===== src/rtl/pfq_pkg.sv =====
package pfq_pkg;

    localparam int unsigned BYTE_W = 8;
    localparam int unsigned WORD_W = 16;

    typedef logic [BYTE_W-1:0] byte_t;

    // Bytes produced by one returned word, in queue order
    typedef struct packed {
        logic  two;     // both bytes valid, else only first
        byte_t first;
        byte_t second;
    } fill_t;

    // Bookkeeping for the single in-flight word read
    typedef struct packed {
        logic busy;     // a read is in flight
        logic odd;      // it was issued at an odd offset
        logic stale;    // a redirect happened after it was issued
    } fetch_state_t;

    // Pick the stream bytes out of an aligned word
    function automatic fill_t split_word(input logic [WORD_W-1:0] w, input logic odd);
        fill_t f;
        if (odd) begin
            f.two    = 1'b0;
            f.first  = w[15:8];
            f.second = w[15:8];
        end else begin
            f.two    = 1'b1;
            f.first  = w[7:0];
            f.second = w[15:8];
        end
        return f;
    endfunction

endpackage


===== src/rtl/pfq_fetch_ctrl.sv =====
module pfq_fetch_ctrl
    import pfq_pkg::*;
#(
    parameter int unsigned       ADDR_W     = 16,
    parameter logic [ADDR_W-1:0] RESET_ADDR = 'h40
) (
    input  logic              clk,
    input  logic              rst,
    input  logic              redirect,
    input  logic [ADDR_W-1:0] redirect_addr,
    input  logic              room2,
    input  logic              mem_rvalid,
    input  logic [WORD_W-1:0] mem_rdata,
    output logic              mem_req,
    output logic [ADDR_W-1:0] mem_addr,
    output logic              fill_valid,
    output fill_t             fill
);

    logic [ADDR_W-1:0] ptr_q;
    fetch_state_t      st_q;
    logic              issue;
    logic              resp;

    assign issue      = !rst && !redirect && !st_q.busy && room2;
    assign resp       = mem_rvalid && st_q.busy;
    assign fill_valid = resp && !st_q.stale && !redirect;
    assign fill       = split_word(mem_rdata, st_q.odd);
    assign mem_req    = issue;
    assign mem_addr   = ptr_q;

    always_ff @(posedge clk) begin
        if (rst) begin
            ptr_q <= RESET_ADDR;
            st_q  <= '0;
        end else begin
            if (redirect) begin
                ptr_q <= redirect_addr;
            end else if (issue) begin
                ptr_q <= ptr_q + (ptr_q[0] ? ADDR_W'(1) : ADDR_W'(2));
            end

            if (issue) begin
                st_q.busy  <= 1'b1;
                st_q.odd   <= ptr_q[0];
                st_q.stale <= 1'b0;
            end else if (resp) begin
                st_q <= '0;
            end else if (redirect && st_q.busy) begin
                st_q.stale <= 1'b1;
            end
        end
    end

endmodule


===== src/rtl/pfq_byte_ring.sv =====
module pfq_byte_ring
    import pfq_pkg::*;
#(
    parameter int unsigned DEPTH = 6
) (
    input  logic  clk,
    input  logic  rst,
    input  logic  flush,
    input  logic  push_valid,
    input  fill_t push_data,
    input  logic  pop,
    output byte_t head,
    output logic  head_valid,
    output logic  room2
);

    localparam int unsigned IDX_W = (DEPTH > 1) ? $clog2(DEPTH) : 1;
    localparam int unsigned CNT_W = $clog2(DEPTH + 1);

    logic [IDX_W-1:0]             rd_q, wr_q, wr_nx;
    logic [CNT_W-1:0]             cnt_q, push_n;
    logic                         take;
    logic [DEPTH-1:0][BYTE_W-1:0] slots;

    function automatic logic [IDX_W-1:0] bump(input logic [IDX_W-1:0] i);
        return (i == IDX_W'(DEPTH - 1)) ? '0 : i + 1'b1;
    endfunction

    assign wr_nx      = bump(wr_q);
    assign head_valid = (cnt_q != '0);
    assign head       = slots[rd_q];
    assign room2      = (cnt_q <= CNT_W'(DEPTH - 2));
    assign take       = pop && head_valid;
    assign push_n     = !push_valid ? '0 : (push_data.two ? CNT_W'(2) : CNT_W'(1));

    for (genvar g = 0; g < DEPTH; g++) begin : g_slot
        byte_t slot_q;
        logic  we_first, we_second;
        assign we_first  = push_valid && (wr_q == IDX_W'(g));
        assign we_second = push_valid && push_data.two && (wr_nx == IDX_W'(g));
        always_ff @(posedge clk) begin
            if (we_first) begin
                slot_q <= push_data.first;
            end else if (we_second) begin
                slot_q <= push_data.second;
            end
        end
        assign slots[g] = slot_q;
    end

    always_ff @(posedge clk) begin
        if (rst || flush) begin
            rd_q  <= '0;
            wr_q  <= '0;
            cnt_q <= '0;
        end else begin
            if (push_valid) begin
                wr_q <= push_data.two ? bump(wr_nx) : wr_nx;
            end
            if (take) begin
                rd_q <= bump(rd_q);
            end
            cnt_q <= cnt_q + push_n - CNT_W'(take);
        end
    end

endmodule


===== src/rtl/insn_prefetch_queue.sv =====
module insn_prefetch_queue
    import pfq_pkg::*;
#(
    parameter int unsigned       ADDR_W     = 16,
    parameter int unsigned       DEPTH      = 6,
    parameter logic [ADDR_W-1:0] RESET_ADDR = 'h40
) (
    input  logic              clk,
    input  logic              rst,
    input  logic              redirect_i,
    input  logic [ADDR_W-1:0] redirect_addr_i,
    output logic              mem_req_o,
    output logic [ADDR_W-1:0] mem_addr_o,
    input  logic              mem_rvalid_i,
    input  logic [15:0]       mem_rdata_i,
    output logic [7:0]        byte_o,
    output logic              byte_valid_o,
    input  logic              byte_ready_i
);

    fill_t fill;
    logic  fill_valid;
    logic  room2;

    pfq_fetch_ctrl #(
        .ADDR_W     (ADDR_W),
        .RESET_ADDR (RESET_ADDR)
    ) u_fetch (
        .clk           (clk),
        .rst           (rst),
        .redirect      (redirect_i),
        .redirect_addr (redirect_addr_i),
        .room2         (room2),
        .mem_rvalid    (mem_rvalid_i),
        .mem_rdata     (mem_rdata_i),
        .mem_req       (mem_req_o),
        .mem_addr      (mem_addr_o),
        .fill_valid    (fill_valid),
        .fill          (fill)
    );

    pfq_byte_ring #(
        .DEPTH (DEPTH)
    ) u_ring (
        .clk        (clk),
        .rst        (rst),
        .flush      (redirect_i),
        .push_valid (fill_valid),
        .push_data  (fill),
        .pop        (byte_ready_i),
        .head       (byte_o),
        .head_valid (byte_valid_o),
        .room2      (room2)
    );

endmodule


===== config.mk =====
export PLATFORM = sky130hd
export DESIGN_NAME = insn_prefetch_queue
export DESIGN_NICKNAME = d
export VERILOG_FILES = /design/src/rtl/pfq_pkg.sv /design/src/rtl/pfq_fetch_ctrl.sv /design/src/rtl/pfq_byte_ring.sv /design/src/rtl/insn_prefetch_queue.sv
export SDC_FILE = /design/constraint.sdc
export NUM_CORES = 1
export LEC_CHECK = 0
export ABC_AREA = 1
export CORE_MARGIN = 4
export CORE_UTILIZATION = 30
export DETAILED_ROUTE_END_ITERATION = 8
export GPL_TIMING_DRIVEN = 0
export RECOVER_POWER = 25
export SYNTH_ARGS = -nofsm -noshare
export SYNTH_HDL_FRONTEND = slang
export SYNTH_SLANG_ARGS = --single-unit

===== constraint.sdc =====
create_clock -name clk -period 4.8 [get_ports clk]
set_clock_uncertainty 0.15 [all_clocks]
set_input_delay 0.96 -clock clk [delete_from_list [all_inputs] [get_ports clk]]
set_output_delay 0.96 -clock clk [all_outputs]
set_load 0.02 [all_outputs]

Word-level counts from Yosys, hierarchy flattened
Cells that the tools add are included.
Operators by class
  add/sub/neg operators: 6
  reduce and logical (&&, ||, !) cells: 38
  magnitude comparators: 2
  mux-type cells: 28
  eq/ne operators: 11
Operators with widths (number)
  8-bit 2-to-1 mux: 13
  16-bit 2-to-1 mux: 2
  8-bit binary-select mux with 3-bit select: 1
  1-bit logical AND: 21
  3-bit 2-to-1 mux: 6
  17-bit 2-to-1 mux: 1
  16-bit adder: 1
  2-bit nonzero test: 8
  3-bit equality test (second input constant): 5
  3-bit by 2-bit equality test with 1-bit output (second input constant): 4
  3-bit by 1-bit adder with 3-bit output (second input constant): 3
  3-bit by 1-bit equality test with 1-bit output (second input constant): 2
  3-bit logical NOT: 2
  2-bit 2-to-1 mux: 3
  1-bit logical NOT: 4
  3-bit by 4-bit < comparator with 1-bit output (second input constant): 1
  3-bit adder: 1
  3-bit less-or-equal comparator (second input constant): 1
  3-bit nonzero test: 1
  3-bit OR reduction: 1
  3-bit by 1-bit subtractor with 3-bit output: 1
  1-bit 2-to-1 mux: 2
  1-bit logical OR: 1
Word-level totals
  logic and storage cells: 98
  input bits: 37
  output and inout bits: 26
  register bits after elaboration: 76

Depth between registers and ports, before layout
  depth after elaboration: 7
  gate-level depth with buffers: 12
  depth with buffers taken out: 12

Modules after synthesis
A second synthesis with hierarchy kept.
Unflattened totals
  cell total of the unflattened synthesis: 604
  area, all modules: 4628.2 um^2
Modules (own cells, without submodules)
  pfq_byte_ring: instances 1, seq. area each 1621.6 um^2, area each 3164.3 um^2, cells each 368
  pfq_fetch_ctrl: instances 1, seq. area each 380.4 um^2, area each 1463.9 um^2, cells each 236

Least setup slack after synthesis
OpenSTA, ideal clock, no wires.
  path kind: input to register
  start: in redirect_i
  end: reg u_ring.cnt_q[2]
  data required time: 4.533 ns
  arrival: 2.524 ns
  cell stages on the path: 9
  setup time: 0.117 ns
  setup slack: 2.009 ns
  path buffers: 0
  cell sequence: nor2_1 nand2_4 nor2_4 inv_1 ha_1 fa_1 xor2_1 xor2_1 nor2_1
On the way
  cells in the longest elaborated chain, start to end: 5
  elaborated cells between the ends (all ways): 6
  classes of those cells: add/sub: 2; mux: 1; reduce/logical: 3
RTL lines
  from (decl): line insn_prefetch_queue.sv:10  | input logic redirect_i,
  1-bit logical NOT: line pfq_fetch_ctrl.sv:27  | assign fill_valid = resp && !st_q.stale && !redirect;
  1-bit logical AND: line pfq_fetch_ctrl.sv:27
  3-bit 2-to-1 mux: line pfq_byte_ring.sv:34  | assign push_n = !push_valid ? '0 : (push_data.two ? CNT_W'(2) : CNT_W'(1));
  3-bit adder: line pfq_byte_ring.sv:63  | cnt_q <= cnt_q + push_n - CNT_W'(take);
  3-bit by 1-bit subtractor with 3-bit output: line pfq_byte_ring.sv:63
  to (signal assigned): line pfq_byte_ring.sv:63
  to (decl): line pfq_byte_ring.sv:21  | logic [CNT_W-1:0] cnt_q, push_n;
Several ways; a longest one is shown, not always the timed one.
A chain may end at the register's enable or synchronous reset.

Final worst setup path
  start: in redirect_i
  end: out mem_req_o
On the way
  cells in the longest elaborated chain, start to end: 4
RTL lines
  1-bit logical NOT: line pfq_fetch_ctrl.sv:25  | assign issue = !rst && !redirect && !st_q.busy && room2;
  1-bit logical AND (3 in series): line pfq_fetch_ctrl.sv:25
  to (decl): line insn_prefetch_queue.sv:12  | output logic mem_req_o,
No other way between the ends.

==> qor.log <==
INFO  sta            finalCritPeriodShare=87.5%
INFO  yosys          yosysTopAreaCellShare=32.4%
INFO  clock_tree     cts_tree=done
INFO  power          p_leak=2.24nW
INFO  place          postPlaceCellArea=5290um2
INFO  clock_tree     cts_setup_buffers=0
INFO  routing        viasPerCell=4.89
INFO  sta            post-route-min-period=4200ps
INFO  sta            maxClockFrequency=238MHz
INFO  yosys          synth-warning-count=0
INFO  global_route   grt.total_usage=15.9%
INFO  min_path       hold_crit_path_type=flop to flop
INFO  setup_path     critical-path-slowest-cell=sky130_fd_sc_hd__clkdlybuf4s50_1
INFO  sta            setup_total_negative_slack=0ps
INFO  clock_tree     clk_path_buf_depth=2
INFO  sta            report.final.slew_viol_count=0
INFO  yosys          synth.top_cells.by_area=sky130_fd_sc_hd__edfxtp_1, sky130_fd_sc_hd__nand2_1, sky130_fd_sc_hd__dfxtp_1
INFO  sta            final-setup-viol-count=0
INFO  clock_tree     cts_made_buffers=9
INFO  setup_path     critical_path.n_buffers_inverters=5
INFO  die            floorplan.io_pins=63
INFO  sta            rsz0062_at_grt=false
INFO  power          pwr-share-comb=13.0%
INFO  global_route   grt_first_pass_wirelength=21200um
INFO  cells_and_area final_design_area_no_fill=5490um2
INFO  power          netSwitchingPower=0.000408W
INFO  die            core_area=14500um2
INFO  yosys          synth_enable_flop_cells=48
INFO  routing        drc_errors_left=0
INFO  cells_and_area insertedDiodeCount=0
INFO  yosys          dominant_synthesized_flop_cell=sky130_fd_sc_hd__edfxtp_1
INFO  place          detailedPlacementHpwl=9450um
INFO  clock_tree     cts_max_level=3
INFO  clock_tree     clk_transition_reported_paths=60ps
INFO  yosys          synth_common_cells=sky130_fd_sc_hd__nand2_1, sky130_fd_sc_hd__inv_1, sky130_fd_sc_hd__o21ai_0, sky130_fd_sc_hd__edfxtp_1, sky130_fd_sc_hd__nor2_1
INFO  power          vdd_ir_drop_max=179uV
INFO  global_route   grt_pass1_vias=4137
INFO  die            die_area=16900um2
INFO  cells_and_area fin_nets=671
INFO  yosys          postSynthRegisterBits=76
INFO  die            placementRows=44
INFO  setup_path     critical_path_arrival=3090ps
INFO  yosys          net_count_after_synthesis=599
INFO  flow_run       max_cap_violations=0
INFO  setup_path     worst_ep_required_time=3690ps
INFO  power          net_sw_share=24.9%
INFO  cells_and_area multi_input_area=2000um2
INFO  setup_path     worstPathCellList=dlygate4sd3_1 > nor2_1 > inv_1 > nor2_4 > nand2_4 > clkinv_4 > buf_6 > clkdlybuf4s50_1
INFO  place          replace_congestion=0.869
INFO  power          internal_power=0.00123W
INFO  outcome        outcome=completed
INFO  place          port_bufs=61
INFO  die            fp.dieH=130um
INFO  yosys          synthDominantAreaCellType=sky130_fd_sc_hd__edfxtp_1
INFO  yosys          mappedNetlistArea=4450um2
INFO  sta            worst_slew_pin_slew=1200ps
INFO  cells_and_area ff_latch_area=2000um2
INFO  power          power_frac_clock=42.7%
INFO  clock_tree     holdBufCountCts=0
INFO  sta            final-hold-violation-count=0
INFO  sta            timing.max_slew.rel_slack=19.2%
INFO  cells_and_area fill_cells=1521
INFO  clock_tree     clock-root-buffer=sky130_fd_sc_hd__clkbuf_16
INFO  setup_path     path_delay_family=buffers and inverters
INFO  setup_path     crit_path_max_incr_delay=620ps
INFO  power          sequentialPowerShare=44.3%
INFO  routing        drt_wl_total=12600um
INFO  yosys          synth.most_common_cell=sky130_fd_sc_hd__nand2_1
INFO  yosys          ys_async_sr_fraction=0%
INFO  clock_tree     tritoncts_sinks=76
INFO  routing        drt_iter0_markers=317
INFO  routing        final_antenna_net_count=0
INFO  clock_tree     post_cts_resize_count=0
INFO  cells_and_area final_layout_size_suffix_gt1_share=8.40%
INFO  setup_path     cp-end-kind=primary output
INFO  setup_path     startpoint_type=input pin
INFO  setup_path     worst-path-max-fanout=10
INFO  yosys          post_synth.cell_area_avg=8.04um2
INFO  cells_and_area area.growth.synth_to_final=23.2%
INFO  yosys          seq_area_frac_synth=45.0%
INFO  clock_tree     clkLatencyLatePin=330ps
INFO  global_route   grt_overflow_total=0
INFO  setup_path     crit_type=input pin to primary output
INFO  power          pwr_density_cell=299nW/um2
INFO  routing        wire_per_inst=15.4um
INFO  global_route   grt_antenna_before_repair=0
INFO  global_route   grt_max_degree=13
INFO  die            die_x=130um
INFO  yosys          syn-instance-count=554
INFO  yosys          library_cells_used_by_synthesis=38
INFO  routing        dr.pass1.iters=4
INFO  die            starting_density_of_the_core=30.6%
INFO  routing        count_of_vias_placed_by_the_detailed_router=3988
per-layer routing:
| layer | global-route usage (%) | part of all wire [%] | vias to the layer above |
|---|---|---|---|
| li1 | - | - | 1981 |
| met1 | 21.5 | 46 | 1858 |
| met2 | 25.6 | 47 | 129 |
| met3 | 3.11 | 5.9 | 20 |
| met4 | 5.13 | 1.9 | 0 |
| met5 | 0 | 0 | - |
sequential cells by signal, indices dropped and copies added (netlist names):
register and cells:
u_fetch.st_q 3, u_fetch.mem_addr 16, u_ring.wr_q 3, u_ring.rd_q 3, u_ring.cnt_q 3, u_ring.g_slot.slot_q 48
cells by family (layout without fill, tap and decap cells):
group	Yosys count	after routing	synth area share, %
XOR/XNOR	9	9	1.77
flip-flops	76	76	45.0
AO/OA/AOI/OAI	115	115	14.9
adder cells (fa/ha/maj)	8	8	2.42
multiplexers	8	8	1.80
buffers and inverters	77	154	8.60
AND/OR/NAND/NOR	261	261	25.6
worst paths after layout:
path	start	endpoint	slack, ps	cells after the start
max reg2reg	u_fetch.st_q[2]	u_ring.g_slot[0].slot_q[6]	1860	7
min reg2reg	u_ring.rd_q[2]	u_ring.rd_q[2]	350	2
min	u_ring.rd_q[2]	u_ring.rd_q[2]	350	2
max	redirect_i	mem_req_o	600	8
final cells by class:
| class | instances | area share, % |
|---|---|---|
| Inverter | 57 | 4.01 |
| Sequential cell | 76 | 36.5 |
| Clock buffer | 12 | 4.68 |
| Tap cell | 184 | 4.20 |
| Multi-Input combinational cell | 401 | 36.5 |
| Buffer | 20 | 2.17 |
| Timing Repair Buffer | 61 | 11.1 |
| Clock inverter | 4 | 0.867 |
cell usage in the layout (no fill, tap or decap), drive strengths merged, types with 3 or more instances in the layout:
cell           instances
o22ai                  8
nand3                 31
nor2                  52
xor2                   8
edfxtp                48
o21ai                 81
nand2                172
ha                     7
mux2i                  8
buf                   13
dfxtp                 28
clkinv                 4
clkbuf                19
clkdlybuf4s50         60
nand4                  3
a21oi                 20
inv                   54
power groups by stage:
stage               sequential (W)  combinational, W  clock, W
detailed placement        0.000740          0.000217         0
floorplan                 0.000746          0.000113         0
global route              0.000729          0.000235  0.000731
finish                    0.000726          0.000213  0.000700
CTS                       0.000726          0.000219  0.000703
global placement          0.000740          0.000214         0
metrics by stage:
step | util, % | setup WS [ps] | hold WS (ps) | power, W | instances
detailed placement | 36.4 | 885 | 342 | 0.000957 | 799
finish | 37.7 | 602 | 354 | 0.00164 | 815
global route | 37.7 | 481 | 401 | 0.00169 | 815
global placement | 36.4 | 887 | 312 | 0.000953 | 799
CTS | 38.5 | 869 | 352 | 0.00165 | 815
floorplan | - | 2010 | 304 | 0.000859 | 554
tightest hold or removal path, stage by stage, from the launching register on:
cell and delay (ps):
sky130_fd_sc_hd__dfxtp_1 310, sky130_fd_sc_hd__o21ai_0 70, sky130_fd_sc_hd__a21oi_1 70
No activity file was read; power rests on OpenSTA's default activity.
